<file path="config.mk">
export PLATFORM = sky130hd
export DESIGN_NAME = mux_bus_seq
export DESIGN_NICKNAME = d
export VERILOG_FILES = /design/src/rtl/mbus_pkg.sv /design/src/rtl/mbus_timer.sv /design/src/rtl/mbus_lanes.sv /design/src/rtl/mux_bus_seq.sv
export SDC_FILE = /design/constraint.sdc
export NUM_CORES = 1
export LEC_CHECK = 0
export BUFFER_PORTS_ARGS = -buffer_cell sky130_fd_sc_hd__buf_2
export CORE_UTILIZATION = 40
export CTS_CLUSTER_SIZE = 16
export DETAILED_ROUTE_END_ITERATION = 8
export GPL_TIMING_DRIVEN = 1
export PLACE_DENSITY = 0.71
export SETUP_SLACK_MARGIN = 0.2
export SYNTH_ARGS = -nofsm -noshare
export SYNTH_HDL_FRONTEND = slang
export SYNTH_SLANG_ARGS = --single-unit
</file>
<file path="constraint.sdc">
create_clock -name clk -period 4.85 [get_ports clk]
set_input_delay 0.97 -clock clk [delete_from_list [all_inputs] [get_ports clk]]
set_output_delay 0.97 -clock clk [all_outputs]
set_load 0.01 [all_outputs]
</file>
<file path="src/rtl/mbus_pkg.sv">
package mbus_pkg;
   typedef enum logic [2:0] {
      ST_IDLE = 3'd0,
      ST_T1   = 3'd1,
      ST_T2   = 3'd2,
      ST_T3   = 3'd3,
      ST_TW   = 3'd4,
      ST_T4   = 3'd5
   } bstate_t;

   typedef enum logic [1:0] {
      LN_LO   = 2'd0,
      LN_HI   = 2'd1,
      LN_BOTH = 2'd2
   } lane_t;
endpackage

</file>
<file path="src/rtl/mbus_timer.sv">
module mbus_timer
   import mbus_pkg::*;
#(
   parameter int PHASES = 2,
   localparam int PW = (PHASES > 1) ? $clog2(PHASES) : 1
) (
   input  logic          clk,
   input  logic          rst_n,
   input  logic          start,
   input  logic          ready,
   input  logic          more,
   output bstate_t       st,
   output logic [PW-1:0] ph,
   output logic          cap,
   output logic          t4_end
);
   localparam logic [PW-1:0] LAST_P = PW'(PHASES - 1);

   logic last;
   assign last   = (ph == LAST_P);
   assign cap    = ((st == ST_T3) || (st == ST_TW)) && last && ready;
   assign t4_end = (st == ST_T4) && last;

   always_ff @(posedge clk or negedge rst_n) begin
      if (!rst_n) begin
         st <= ST_IDLE;
         ph <= '0;
      end else if (st == ST_IDLE) begin
         ph <= '0;
         if (start) st <= ST_T1;
      end else if (!last) begin
         ph <= ph + PW'(1);
      end else begin
         ph <= '0;
         unique case (st)
            ST_T1:   st <= ST_T2;
            ST_T2:   st <= ST_T3;
            ST_T3,
            ST_TW:   st <= ready ? ST_T4 : ST_TW;
            ST_T4:   st <= more ? ST_T1 : ST_IDLE;
            default: st <= ST_IDLE;
         endcase
      end
   end

   // T4 is entered only after ready was seen high
   a_r7_t4_after_ready: assert property (@(posedge clk) disable iff (!rst_n)
      (st == ST_T4 && ph == '0) |-> $past(ready));

   // phase counter stays inside one T state
   a_r1_phase_range: assert property (@(posedge clk) disable iff (!rst_n)
      (st != ST_IDLE) |-> (ph <= LAST_P));
endmodule

</file>
<file path="src/rtl/mbus_lanes.sv">
module mbus_lanes
   import mbus_pkg::*;
#(
   parameter int DATA_W = 16
) (
   input  lane_t             lane,
   input  logic              part2,
   input  logic [DATA_W-1:0] wdata,
   input  logic [DATA_W-1:0] ad_in,
   input  logic [DATA_W-1:0] rdata_cur,
   output logic [DATA_W-1:0] drive,
   output logic [DATA_W-1:0] rd_next
);
   localparam int BW = DATA_W / 2;

   logic [BW-1:0] wbyte;
   logic [BW-1:0] rbyte;

   assign wbyte = part2 ? wdata[DATA_W-1:BW] : wdata[BW-1:0];
   assign rbyte = (lane == LN_HI) ? ad_in[DATA_W-1:BW] : ad_in[BW-1:0];

   always_comb begin
      if (lane == LN_BOTH) begin
         drive   = wdata;
         rd_next = ad_in;
      end else begin
         drive = {wbyte, wbyte};
         if (part2) rd_next = {rbyte, rdata_cur[BW-1:0]};
         else       rd_next = {{BW{1'b0}}, rbyte};
      end
   end
endmodule

</file>
<file path="src/rtl/mux_bus_seq.sv">
module mux_bus_seq
   import mbus_pkg::*;
#(
   parameter int ADDR_W = 20,
   parameter int DATA_W = 16,
   parameter int PHASES = 2,
   localparam int HI_W = ADDR_W - DATA_W,
   localparam int PW   = (PHASES > 1) ? $clog2(PHASES) : 1
) (
   input  logic              clk,
   input  logic              rst_n,
   input  logic              req_valid,
   input  logic              req_write,
   input  logic              req_mem,
   input  logic              req_word,
   input  logic [ADDR_W-1:0] req_addr,
   input  logic [DATA_W-1:0] req_wdata,
   output logic              busy,
   output logic              done,
   output logic [DATA_W-1:0] rdata,
   output logic [DATA_W-1:0] ad_out,
   output logic              ad_oe,
   input  logic [DATA_W-1:0] ad_in,
   output logic [HI_W-1:0]   a_hi,
   output logic              ale,
   output logic              mem_io,
   output logic              rd_n,
   output logic              wr_n,
   output logic              den_n,
   output logic              dtr,
   output logic              bhe_n,
   input  logic              ready
);
   localparam logic [PW-1:0] MID_P = PW'(PHASES / 2);

   if (DATA_W != 16) begin : g_bad_width
      $error("mux_bus_seq: DATA_W must be 16 (two byte lanes)");
   end
   if (HI_W < 1) begin : g_bad_addr
      $error("mux_bus_seq: ADDR_W must exceed DATA_W");
   end
   if (PHASES < 2) begin : g_bad_phase
      $error("mux_bus_seq: PHASES must be at least 2");
   end

   bstate_t          st;
   logic [PW-1:0]    ph;
   logic             cap, t4_end, start, more;
   logic             wr_q, split_q, part2_q, done_q;
   logic [ADDR_W-1:0] cur_addr;
   logic [DATA_W-1:0] wdata_q, rdata_q, drive, rd_next;
   lane_t            lane_q;

   assign start = (st == ST_IDLE) && req_valid;
   assign more  = split_q && !part2_q;

   mbus_timer #(.PHASES(PHASES)) u_timer (
      .clk(clk), .rst_n(rst_n), .start(start), .ready(ready), .more(more),
      .st(st), .ph(ph), .cap(cap), .t4_end(t4_end)
   );

   mbus_lanes #(.DATA_W(DATA_W)) u_lanes (
      .lane(lane_q), .part2(part2_q), .wdata(wdata_q), .ad_in(ad_in),
      .rdata_cur(rdata_q), .drive(drive), .rd_next(rd_next)
   );

   always_ff @(posedge clk or negedge rst_n) begin
      if (!rst_n) begin
         wr_q     <= 1'b0;
         mem_io   <= 1'b0;
         dtr      <= 1'b0;
         split_q  <= 1'b0;
         part2_q  <= 1'b0;
         cur_addr <= '0;
         wdata_q  <= '0;
         lane_q   <= LN_BOTH;
      end else if (start) begin
         wr_q     <= req_write;
         mem_io   <= req_mem;
         dtr      <= req_write;
         split_q  <= req_word && req_addr[0];
         part2_q  <= 1'b0;
         cur_addr <= req_addr;
         wdata_q  <= req_wdata;
         if (req_addr[0])   lane_q <= LN_HI;
         else if (req_word) lane_q <= LN_BOTH;
         else               lane_q <= LN_LO;
      end else if (t4_end && more) begin
         part2_q  <= 1'b1;
         cur_addr <= cur_addr + ADDR_W'(1);
         lane_q   <= LN_LO;
      end
   end

   always_ff @(posedge clk or negedge rst_n) begin
      if (!rst_n) begin
         rdata_q <= '0;
         done_q  <= 1'b0;
      end else begin
         done_q <= t4_end && !more;
         if (cap && !wr_q) rdata_q <= rd_next;
      end
   end

   logic in_t1, mid_strobe, data_ph, den_win;
   assign in_t1      = (st == ST_T1);
   assign mid_strobe = (st == ST_T3) || (st == ST_TW);
   assign data_ph    = (st == ST_T2) || mid_strobe || ((st == ST_T4) && (ph < MID_P));
   assign den_win    = ((st == ST_T2) && (wr_q || ph >= MID_P)) || mid_strobe
                       || ((st == ST_T4) && (ph < MID_P));

   assign busy   = (st != ST_IDLE);
   assign done   = done_q;
   assign rdata  = rdata_q;
   assign ale    = in_t1 && (ph < MID_P);
   assign ad_oe  = in_t1 || (wr_q && data_ph);
   assign ad_out = in_t1 ? cur_addr[DATA_W-1:0] : drive;
   assign a_hi   = cur_addr[ADDR_W-1:DATA_W];
   assign bhe_n  = (lane_q == LN_LO);
   assign rd_n   = !(!wr_q && (((st == ST_T2) && (ph >= MID_P)) || mid_strobe));
   assign wr_n   = !(wr_q && ((st == ST_T2) || mid_strobe));
   assign den_n  = !(busy && den_win);

   // strobes exclusive
   a_r11_strobe_excl: assert property (@(posedge clk) disable iff (!rst_n)
      (rd_n || wr_n));

   // read strobe never while the processor drives the lines
   a_r5_read_float: assert property (@(posedge clk) disable iff (!rst_n)
      !rd_n |-> !ad_oe);

   // write strobe always has data on the lines
   a_r6_write_drive: assert property (@(posedge clk) disable iff (!rst_n)
      !wr_n |-> ad_oe);

   // direction turns only with transceivers disabled for a full clock
   a_r3_dtr_quiet: assert property (@(posedge clk) disable iff (!rst_n)
      !$stable(dtr) |-> (den_n && $past(den_n)));

   // space select held through the transfer
   a_r3_mio_held: assert property (@(posedge clk) disable iff (!rst_n)
      (busy && $past(busy)) |-> $stable(mem_io));

   // controls frozen in wait states
   a_r7_wait_hold: assert property (@(posedge clk) disable iff (!rst_n)
      (st == ST_TW && $past(st == ST_TW)) |->
         $stable({rd_n, wr_n, den_n, ale, ad_oe, bhe_n}));

   // address strobe only while the address is driven
   a_r2_ale_drives: assert property (@(posedge clk) disable iff (!rst_n)
      ale |-> (ad_oe && rd_n && wr_n));

   // transceivers enabled whenever a strobe is active
   a_r10_den_strobe: assert property (@(posedge clk) disable iff (!rst_n)
      (!rd_n || !wr_n) |-> !den_n);

   // completion is a single-clock pulse
   a_r1_done_pulse: assert property (@(posedge clk) disable iff (!rst_n)
      done |=> !done);
endmodule

</file>
# After elaboration in Yosys (flattened, before gate mapping)
# Cells that the tools add are included.
# Widths: inputs -> output; s select.
# classes
add_sub_neg	2
multipliers	0
div	0
order_cmp	2
eq_ne	9
n_shift	0
muxes	22
bitwise	0
n_reduce_logical	39
# op_table
op	count
$mux 16	4
$mux 20	2
$add 20x1->20 const B	1
$logic_and 1x1->1	17
$mux 8	2
$pmux 3 s4	1
$mux 3	3
$logic_or 1x1->1	8
$mux 2	4
$eq 3x2->1 const B	2
$eq 3x3->1 const B	2
$logic_not 1->1	6
$mux 1	6
$reduce_and 2->1	2
$reduce_bool 2->1	2
$eq 3x1->1 const B	1
$logic_not 3->1	1
$reduce_bool 3->1	1
$eq 2x1->1 const B	1
$eq 2x2->1 const B	1
$logic_not 2->1	1
$ne 2x1->1 const B	1
$ne 2x2->1 const B	1
$reduce_or 2->1	1
3 further kinds	3
# word_totals
regBits	63
latch_bits	0
ramBits	0
rom_bits	0
input_bits	59
wordCells	86
n_memories	0

# Longest topological paths before layout
# Gate-level depths: netlist of run 1.
# depth
ltp_word	7
mapped_depth	7
mapped_depth_nobuf	5

# By module
# Synthesis of run 1 repeated with hierarchy kept, for this count alone.
# hier_totals
cells_unflattened	437
hier_area_um2	3996.3
# modules_own_cells
mod	n_inst	cells_each	area_each_um2	seq_area_each_um2
mux_bus_seq	1	311	3026.7	1477.7
mbus_lanes	1	97	733.2	0.0
mbus_timer	1	29	236.5	100.1

# Worst setup path before layout of run 1
# OpenSTA, ideal clock, no wires.
# synth_timing
path_type	register -> output
start	register lane_q[1]
end	output ad_out[15]
arrival_time_ns	1.507
required_ns	3.880
path_slack_ns	2.373
path_stages_with_launch	6
n_path_buf	1
path_cell_list	dfstp_2 > nor2b_1 > clkbuf_1 > nor2_2 > mux2i_1 > o21ai_0
# synth_between
elab_chain_cells	3
# synth_lines
item	line_no	rtl
start, declared	mux_bus_seq.sv:52	lane_t lane_q;
start signal, assigned	mux_bus_seq.sv:76	lane_q <= LN_BOTH;
start signal, assigned	mux_bus_seq.sv:85	if (req_addr[0]) lane_q <= LN_HI;
start signal, assigned	mux_bus_seq.sv:86	else if (req_word) lane_q <= LN_BOTH;
$eq 2x2->1	mbus_lanes.sv:23	if (lane == LN_BOTH) begin
$mux 16	mbus_lanes.sv:23	
$mux 16	mux_bus_seq.sv:117	assign ad_out = in_t1 ? cur_addr[DATA_W-1:0] : drive;
end, declared	mux_bus_seq.sv:21	output logic [DATA_W-1:0] ad_out,
# No other way between the ends.

# Final worst setup path of run 1
# Same ends and word-level chain as after synthesis.

==> summary.md, run 1 <==
| Metric | Value |
|---|---|
| Status | finished, violations left |
| Failing checks | DRC |
| Minimum clock period | ~3500 ps |
| Mapped Cells | 430 |
| Fillers | ~860 |
| Pwr dens | 681 nW/um^2 |
| Vias in the first global route | between 3,000 and 4,000 |
| Area contributors post-synth | dfrtp_1 (42%), nand2_1 (9.8%), mux2i_1 (7.9%), a22oi_1 (3.3%), nor2_1 (3.1%) |
| # rows | 34 |
| F_max | ~290 MHz |
| Area leader, netlist | dfrtp_1 |
| Synthesized flop and latch total | between 60 and 70 |
| Num CTS Buffers | 9 |
| Req. time, crit path | between 3000 and 4000 ps |
| DR iter-0 viols | 165 |
| First-pass GRT wire length | 16,100 um |
| Setup Buffers After CTS | 0 |
| Yosys Warn Count | 0 |
| Non-filler cells, final | 631 |
| # DRC | 20 |
| Worst Hold Class | reg -> reg |
| Setup crit start kind | flop |
| Ant. Diodes | 0 |
| Nets@finish | 578 |
| Final Hold Fails | 0 |
| CTS Root Buffer Type | clkbuf_8 |
| Critical Path AT | 2490 ps |
| Leak | approximately 0.0021 uW |
| Vias | about 3,500 |
| Slew Limit Fails | 0 |
| Clk sinks | 63 |
| CTS Buffer Depth | 2 |
| Max Cap Viol | 0 |
| Max_slew headroom | between 30% and 40% |
| Die area | ~9500 sq um |
| Maximum VDD drop | a little under 0.3 mV |
| Critical-path maximum fanout | 14 |
| Largest net degree at the start of global routing | 42 |
| Drt total wl | slightly below 10,000 um |
| Synth cell types | a little under 50 |
| EDFF count, synth | 0 |
| DRT Pass-1 Iters | 7 |
| Setup violations, final | 0 |
| Die X | 97.7 um |
| FF-to-FF path depth | 3 |
| Share of the synthesized area in the top cell type | a little over two fifths |
| Reg clk slew, reported paths | ~80 ps |
| Wire per inst | 15.6 um |
| Layout cells sized above 1 | about a quarter |
| Synth Net Count | just under 500 |
| Fin crit share | between 70 and 80% |
| CTS tree | built |
| Boundary pin count | about 110 |
| Post-route ant nets | 0 |
| Global route total overflow | 0 |
| # H-tree levels | 3 |
| Count leader, synth | nand2_1 |
| Clk_lat worst skew | ~340 ps |
| Ys async rst share | between 90% and 100% |
| Initial Utilization | between 40% and 50% |
| Worst-Margin Slew | just under 1000 ps |
| Sequential area share after synthesis | ~43% |
| Die Y | ~98 um |
| Mapped Area | ~3700 sq um |
| Hold Path Stages | 2 |
| Gates resized, CTS repair | 0 |
| Placeable Area | about 9000 sq um |
| Cells after DPL | 615 |
| Mean area per synthesized cell | between 8 and 9 sq um |
| Post-synth top flop | dfrtp_1 |
| Vias per cell | 5.54 |
| Initial antenna violation count | 0 |
| Final setup TNS | 0 ps |
| Kind of critical path | reg -> out |
| Syn-to-layout area delta | 20.8% |
| Slack of the critical path | 1390 ps |
| Overall global routing resource usage | about a fifth |
| Commonest cells in the netlist | nand2_1 (96), dfrtp_1 (62), nor2_1 (30), mux2i_1 (29) |
| Placer Congestion | about 0.89 |
| Final Skew | around 12 ps |
| Hold-fix buffers, CTS | 0 |
| IO Port Bufs | around 100 |
| Crit end category | primary output |
| RSZ-0062 raised after global routing | no |
| Worst slack, placed | 1800 ps |
| HPWL Detailed | 7040 um |
-- path summary, 6_finish.rpt --
kind,from,end,slack (ps)
worst max-delay path,lane_q[1]$_DFFE_PN1P_,ad_out[15],1390
worst min-delay path,mem_io$_DFFE_PN0P_,mem_io$_DFFE_PN0P_,480
worst max register to register,u_timer.st[2]$_DFFE_PN0P_,rdata[0]$_DFFE_PN0P_,2430
worst min register to register,mem_io$_DFFE_PN0P_,mem_io$_DFFE_PN0P_,480
max in group asynchronous,rst_n,cur_addr[17]$_DFFE_PN0P_,3200
min in group asynchronous,rst_n,rdata[7]$_DFFE_PN0P_,770
-- worst max-delay path, stage by stage (launching register included) --
cell and delay [ps]:
dfstp_2 740, nor2b_1 590, nor2_2 290, mux2i_1 180, o21ai_0 190, buf_2 160
-- routing by layer --
metal	share of wire, %	GRT usage, %	vias up
met5	0	0	-
met3	7.1	5.11	13
met2	44	32.4	125
met4	1.3	6.88	0
met1	47	29.9	1650
li1	-	-	1709
-- layout by cell type, fill, tap and decap left out, types with 2 or more instances in the layout --
| cell | netlist | layout |
|---|---|---|
| o2bb2ai_1 | 8 | 8 |
| nand4_1 | 4 | 4 |
| a21oi_1 | 19 | 19 |
| nand2_1 | 96 | 96 |
| a22oi_1 | 16 | 16 |
| nand3b_1 | 5 | 5 |
| o211ai_1 | 6 | 6 |
| nor2b_1 | 3 | 3 |
| nor2_1 | 30 | 30 |
| o21ai_0 | 20 | 20 |
| clkbuf_8 | 0 | 10 |
| o22ai_1 | 2 | 2 |
| buf_4 | 4 | 5 |
| a31oi_1 | 8 | 8 |
| inv_1 | 9 | 9 |
| clkinvlp_4 | 0 | 3 |
| xor2_1 | 4 | 4 |
| mux2i_1 | 29 | 29 |
| or4_1 | 8 | 8 |
| buf_2 | 6 | 104 |
| o21ai_1 | 10 | 10 |
| nand2b_1 | 3 | 3 |
| nand3_1 | 16 | 16 |
| nor4_1 | 4 | 4 |
| xnor2_1 | 2 | 2 |
| dfrtp_1 | 62 | 62 |
| or3_1 | 7 | 7 |
| o31ai_1 | 5 | 5 |
-- state kept, by name, summed over array words and instances, names as in the netlist, 2 cells and up --
signal / flops
u_timer.st: 3
lane_q: 2
wdata_q: 16
rdata: 16
cur_addr: 20
-- power breakdown --
group | internal (uW) | switching (uW) | total (uW) | leakage, uW
clock | 251 | 221 | 471 | 0.0000916
sequential | 778 | 340 | 1120 | 0.000757
combinational | 621 | 804 | 1420 | 0.00123
total | 1650 | 1360 | 3010 | 0.00208
-- through the flow --
stage                     total power (uW)  hold slack [ps]  instance area [sq um]  utilization [%]
after floorplan                       2040              466                   3660                -
after global placement                2490              454                   4220             48.0
after detailed placement              2540              460                   4220             48.0
after CTS                             3020              483                   4420             50.2
after global routing                  3260              533                   4420             50.2
final                                 3010              480                   4420             50.2
-- layout make-up --
| type | instances | area [sq um] | share of cell area, % |
|---|---|---|---|
| Clock buffer | 11 | 141 | 3.20 |
| Clock inverter | 5 | 57.6 | 1.30 |
| Inverter | 9 | 33.8 | 0.764 |
| Multi-Input combinational cell | 326 | 1920 | 43.4 |
| Sequential cell | 63 | 1580 | 35.7 |
| Tap cell | 108 | 135 | 3.06 |
| Timing Repair Buffer | 109 | 558 | 12.6 |
-- cells by family (layout without fill, tap and decap cells) --
| logic type | count (synthesis) | count (layout) | synth area share, % |
|---|---|---|---|
| compound gates | 100 | 100 | 17.4 |
| xor+xnor | 6 | 6 | 1.44 |
| fa+ha+maj | 2 | 2 | 0.615 |
| buf+inv | 41 | 134 | 4.82 |
| flops | 63 | 63 | 43.1 |
| mux | 29 | 29 | 7.93 |
| simple gates | 189 | 189 | 24.7 |
(Power assumes the default switching activity.)
==> run 2: changes to the inputs <==
- PLACE_DENSITY: 0.71 -> 0.74
- clock period: 4.85 -> 2.8 ns (I/O delays scaled with it)
==> run 2 against run 1 <==
  * The run still ends with DRC left
  * Total power rose by 75%
  * First-iteration DRC count rose by 15%
  * Clock-buffer cell count did not move
  * Combinational power rose by 80%
  * Clock power rose by 71%
  * Hold slack got worse by 190 ps
  * Clock skew fell by 1.2 ps
  * Non-clock buffer count rose by 5
  * Sequential share of layout area fell by 0.41 points
  * Wire length fell by 1.7%
  * Global-route usage fell by 0.35 points
  * Cell count rose by 0.79%
  * Critical path type unchanged
  * Largest cell class unchanged
==> summary.md, run 2 (synthesized netlist as in run 1, its figures left out) <==
| Metric | Value |
|---|---|
| Pwr dens | ~1200 nW/um^2 |
| # rows | 34 |
| Critical Path Max Stage Delay | 730 ps |
| Largest net degree at the start of global routing | 38 |
| Boundary pin count | between 100 and 150 |
| Vias per cell | around 5.5 |
| Flop pwr share | between 30% and 40% |
| CP delay by family, top | flip-flops |
| Largest Register | cur_addr |
| Sw Pwr | between 2000 and 2500 uW |
| Fin crit share | ~89% |
| Global route total overflow | 0 |
| # H-tree levels | 3 |
| Post-route ant nets | 0 |
| GR Util met3 | around 4.5% |
| Kind of critical path | reg -> out |
| Nets@finish | 583 |
| Max_slew headroom | a little under half |
| HPWL Detailed | ~7000 um |
| Most frequent cells in the layout | buf_2 (104), nand2_1 (95), dfrtp_1 (61) |
| CTS tree | built |
| Clk_lat worst skew | 340 ps |
| Grt peak-use layer | met2 |
| Crit end category | primary output |
| Non-filler cells, final | roughly 640 |
| Slew Limit Fails | 0 |
| Vias | approximately 3,500 |
| Critical Path AT | 1920 ps |
| Initial Utilization | 41.6% |
| CTS Buffer Depth | 2 |
| Maximum VDD drop | 0.658 mV |
| Final Skew | about 11 ps |
| Multi-input gate area | roughly 1900 sq um |
| Layout cells sized above 1 | 26.7% |
| Leak | 0.00212 uW |
| Clock Power Share | 15.3% |
| Initial antenna violation count | 0 |
| First-pass GRT wire length | 15,900 um |
| Placer Congestion | 0.851 |
| Worst Path Buf+Inv | 1 |
| Die Y | 97.7 um |
| Combinational share of power | between 40% and 50% |
| Cells after DPL | 620 |
| Sw frac | between 40 and 50% |
| Reg2Reg Capture Point | cur_addr[18]$_DFFE_PN0P_ |
| Overall global routing resource usage | about a fifth |
| Setup crit start kind | flop |
| Die area | between 9000 and 10,000 sq um |
| Critical-path maximum fanout | 14 |
| Final setup TNS | 0 ps |
| Reg2reg setup slack | roughly 520 ps |
| RSZ-0062 raised after global routing | no |
| DRT Pass-1 Iters | 9 |
| Reg area | around 1600 sq um |
| Crit path depth | 5 |
| Worst-path cell chain | nor2b_2, nor2_4, mux2i_1, o21ai_0, buf_2 |
| Status | finished, violations left |
| DR iter-0 viols | 190 |
| Worst Hold Class | in -> async |
| F_max | around 400 MHz |
| Drt total wl | between 9000 and 10,000 um |
| Worst-Margin Slew | 818 ps |
| Fillers | 846 |
| Grt met1 use | between 20% and 30% |
| Die X | a little under 100 um |
| Placeable Area | 8810 sq um |
| CTS Root Buffer Type | clkbuf_8 |
| Commonest non-fill, non-tap cell in the layout | buf_2 |
| Wire per inst | between 15 and 20 um |
| Largest register FFs | 20 |
| Syn-to-layout area delta | 22.6% |
| Final Hold Fails | 0 |
| Failing checks | DRC |
| Slowest-stage cell, CP | dfstp_4 |
| Max Cap Viol | 0 |
| Ant. Diodes | 0 |
| Req. time, crit path | 2240 ps |
| RR Startpoint | part2_q$_DFFE_PN0P_ |
| Hold-fix buffers, CTS | 0 |
| Num CTS Buffers | 9 |
| Pint | about 2900 uW |
| # DRC | 22 |
| Reg clk slew, reported paths | roughly 80 ps |
| Vias in the first global route | between 3,000 and 4,000 |
| FF-to-FF path depth | 4 |
| Clk sinks | 63 |
| Grt met2 use | 32.3% |
| Setup violations, final | 0 |
| Minimum clock period | approximately 2500 ps |
| IO Port Bufs | 104 |
run 2: layout make-up:
cell class	count	share of cell area, %
multi-input combinational	326	43.0
clock buffer	11	3.15
clock inverter	5	1.28
tap	108	3.01
sequential	63	35.3
inverter	9	0.753
timing repair buffer	114	13.6
run 2: timing repair:
action / 4_1_cts / 5_1_grt
gates cloned: 0 / 0
gates resized for setup: 1 / 4
setup buffers: 0 / 0
hold endpoints to repair: 0 / 0
setup endpoints to repair: 8 / 16
run 2: metrics by stage:
stage                     area (sq um)  setup WS (ps)  hold slack [ps]  utilization (%)  total power, uW
after global placement            4270            560              455             48.5             4370
final                             4490            318              290             51.0             5260
after detailed placement          4270            512              475             48.5             4450
after global routing              4490            206              347             51.0             5680
after floorplan                   3660            733              264                -             3530
after CTS                         4470            212              302             50.8             5260
run 2: worst reg2reg max path, cell delays in order (launching register included):
cell and delay, ps:
dfrtp_1 600, nand4b_4 310, or3_1 580, or4_1 550, a31oi_1 170
run 2: power groups by stage:
stage,registers (uW),logic (uW),clock network [uW]
global placement,1880,2490,0
floorplan,1730,1810,0
finish,1900,2560,807
CTS,1880,2560,820
detailed placement,1890,2560,0
global route,1970,2850,862
run 2: worst max path at each step:
stage	start	slack, ps	endpoint
after CTS	part2_q$_DFFE_PN0P_	210	ad_out[10]
final	lane_q[1]$_DFFE_PN1P_	320	ad_out[15]
after global routing	part2_q$_DFFE_PN0P_	210	ad_out[2]
after global placement	lane_q[1]$_DFFE_PN1P_	560	ad_out[3]
after detailed placement	lane_q[1]$_DFFE_PN1P_	510	ad_out[2]
after floorplan	lane_q[1]$_DFFE_PN1P_	730	ad_out[15]
run 2: layer usage:
metal | vias to the layer above | wire [um] | share of wire (%)
li1 | 1721 | - | -
met1 | 1634 | 4570 | 47
met2 | 132 | 4320 | 45
met3 | 13 | 686 | 7.1
met4 | 0 | 112 | 1.2
met5 | - | 0 | 0
==> run 3: changes to the inputs <==
- REMOVE_ABC_BUFFERS: not set -> 1
==> run 3 against run 2 <==
  * The run still ends with DRC left
  * Utilization up 0.33 points
  * Hold slack worse by 59 ps
  * Clock-buffer cell count decreased by 2
  * Design area grew 0.64%
  * Non-clock buffer count up 3
  * Wire length grew 3.3%
  * Sequential power is essentially flat
  * Sequential share of layout area down 0.25 points
  * Critical path depth did not move
  * Register-to-register slack worse by 80 ps
  * Via count up 2.0%
  * Critical endpoint is now ad_out[2]
==> summary.md, run 3 (synthesized netlist as in run 1, its figures left out) <==
| Metric | Value |
|---|---|
| Status | finished, violations left |
| Failing checks | DRC |
| Maximum VDD drop | approximately 0.5 mV |
| Global route total overflow | 0 |
| Fin util | about half |
| Final design area excluding fillers | between 4000 and 5000 sq um |
| Vias in the first global route | roughly 3,400 |
| IO Port Bufs | approximately 100 |
| RSZ-0062 raised after global routing | yes |
| Final Power | 5310 uW |
| Commonest non-fill, non-tap cell in the layout | buf_2 |
| CTS Buffer Depth | 2 |
| Largest register FFs | 20 |
| Die Y | approximately 98 um |
| # rows | 34 |
| CTS Root Buffer Type | clkbuf_8 |
| Syn-to-layout area delta | 23.3% |
| Pwr dens | ~1200 nW/um^2 |
| Slew Limit Fails | 0 |
| Placer Congestion | a little over 0.8 |
| Boundary pin count | 105 |
| Fillers | roughly 850 |
| Most frequent cells in the layout | buf_2 (104), nand2_1 (95), dfrtp_1 (62) |
| Setup Buffers After CTS | 0 |
| Setup crit start kind | flop |
| Multi-input gate area | 1930 sq um |
| Critical Path AT | approximately 1900 ps |
| HPWL Detailed | around 7100 um |
| Nets@finish | about 590 |
| Post-place instance area | roughly 4300 sq um |
| Leak | 0.00214 uW |
| Wire per inst | between 15 and 20 um |
| Drt total wl | about 10,000 um |
| # DRC | 22 |
| Die X | around 100 um |
| Vias | 3,571 |
| Reg clk slew, reported paths | roughly 80 ps |
| Layout cells sized above 1 | 27.1% |
| Fin crit share | around nine tenths |
| Initial Utilization | between 40% and 50% |
| Clk_lat worst skew | ~340 ps |
| Max_slew headroom | ~44% |
| Max Cap Viol | 0 |
| DR iter-0 viols | 210 |
| Die area | between 9000 and 10,000 sq um |
| Overall global routing resource usage | 22.1% |
| Critical-path maximum fanout | 14 |
| First-pass GRT wire length | 16,700 um |
| Kind of critical path | reg -> out |
| Worst slack, placed | 396 ps |
| Clk sinks | 63 |
| Vias per cell | 5.59 |
| # H-tree levels | 3 |
| Reg area | roughly 1600 sq um |
| Placeable Area | roughly 8800 sq um |
| Reg2reg setup slack | around 440 ps |
| DRT Pass-1 Iters | 8 |
| CTS tree | built |
| Hold-fix buffers, CTS | 0 |
| Ant. Diodes | 0 |
| Largest Register | cur_addr |
| Setup violations, final | 0 |
| Worst-Margin Slew | roughly 830 ps |
| Post-route ant nets | 0 |
| Final Hold Fails | 0 |
| Req. time, crit path | between 2000 and 2500 ps |
| Num CTS Buffers | 9 |
| Worst Hold Class | in -> async |
| Final Skew | between 8 and 9 ps |
| Crit end category | primary output |
| Largest net degree at the start of global routing | 64 |
| F_max | 404 MHz |
| Initial antenna violation count | 0 |
| Minimum clock period | around 2500 ps |
| Slack of the critical path | around 320 ps |
[run 3: changes by cell type in the layout (fill, tap and decap cells not counted), sizes merged]
cell	previous run	this run
buf	114	117
clkinv	1	5
clkbuf	11	9
clkinvlp	3	1
[run 3: stage by stage]
step                      setup TNS (ps)  hold WS [ps]  instances
after detailed placement               0           465        623
after global placement                 0           456        623
after floorplan                   -72070           264        398
after global routing                   0           242        639
final                                  0           231        639
after CTS                              0           232        639
[run 3: per-layer routing]
metal  share of wire [%]  wire length [um]  track usage (%)
met1                  44              4420             28.9
met2                  48              4830             36.0
met3                 6.9               686             5.32
met4                0.64                64             7.23
met5                   0                 0                0
[run 3: final cells by class]
class / count / share of cell area (%)
Multi-Input combinational cell: 326 / 42.8
Clock buffer: 9 / 2.74
Tap cell: 108 / 2.99
Sequential cell: 63 / 35.0
Timing Repair Buffer: 117 / 14.0
Inverter: 9 / 0.748
Clock inverter: 7 / 1.63
[run 3: final timing paths]
kind	end	cells past startpoint	startpoint
max in group asynchronous	lane_q[1]$_DFFE_PN1P_	2	rst_n
min in group clk	wdata_q[0]$_DFFE_PN0P_	3	req_wdata[0]
hold reg to reg	mem_io$_DFFE_PN0P_	2	mem_io$_DFFE_PN0P_
hold / removal	u_timer.st[0]$_DFFE_PN0P_	2	rst_n
setup reg to reg	cur_addr[17]$_DFFE_PN0P_	4	part2_q$_DFFE_PN0P_
setup / recovery	ad_out[2]	5	lane_q[1]$_DFFE_PN1P_
[run 3: power breakdown]
| part | total (uW) | internal (uW) | switching [uW] |
|---|---|---|---|
| registers | 1870 | 1350 | 516 |
| logic | 2640 | 1140 | 1500 |
| clock network | 796 | 412 | 384 |
[run 3: timing repair]
| item | 4_1_cts | 5_1_grt |
|---|---|---|
| cloned | 0 | 0 |
| gates resized for setup | 3 | 3 |
| hold endpoints to repair | 0 | 0 |
| setup endpoints to repair | 15 | 15 |
[run 3: worst max-delay path, stage by stage, from the launching register on]
cell,delay [ps]
dfstp_4,730
nand2b_1,160
nand2_4,210
mux2i_1,100
o21ai_0,210
buf_2,180
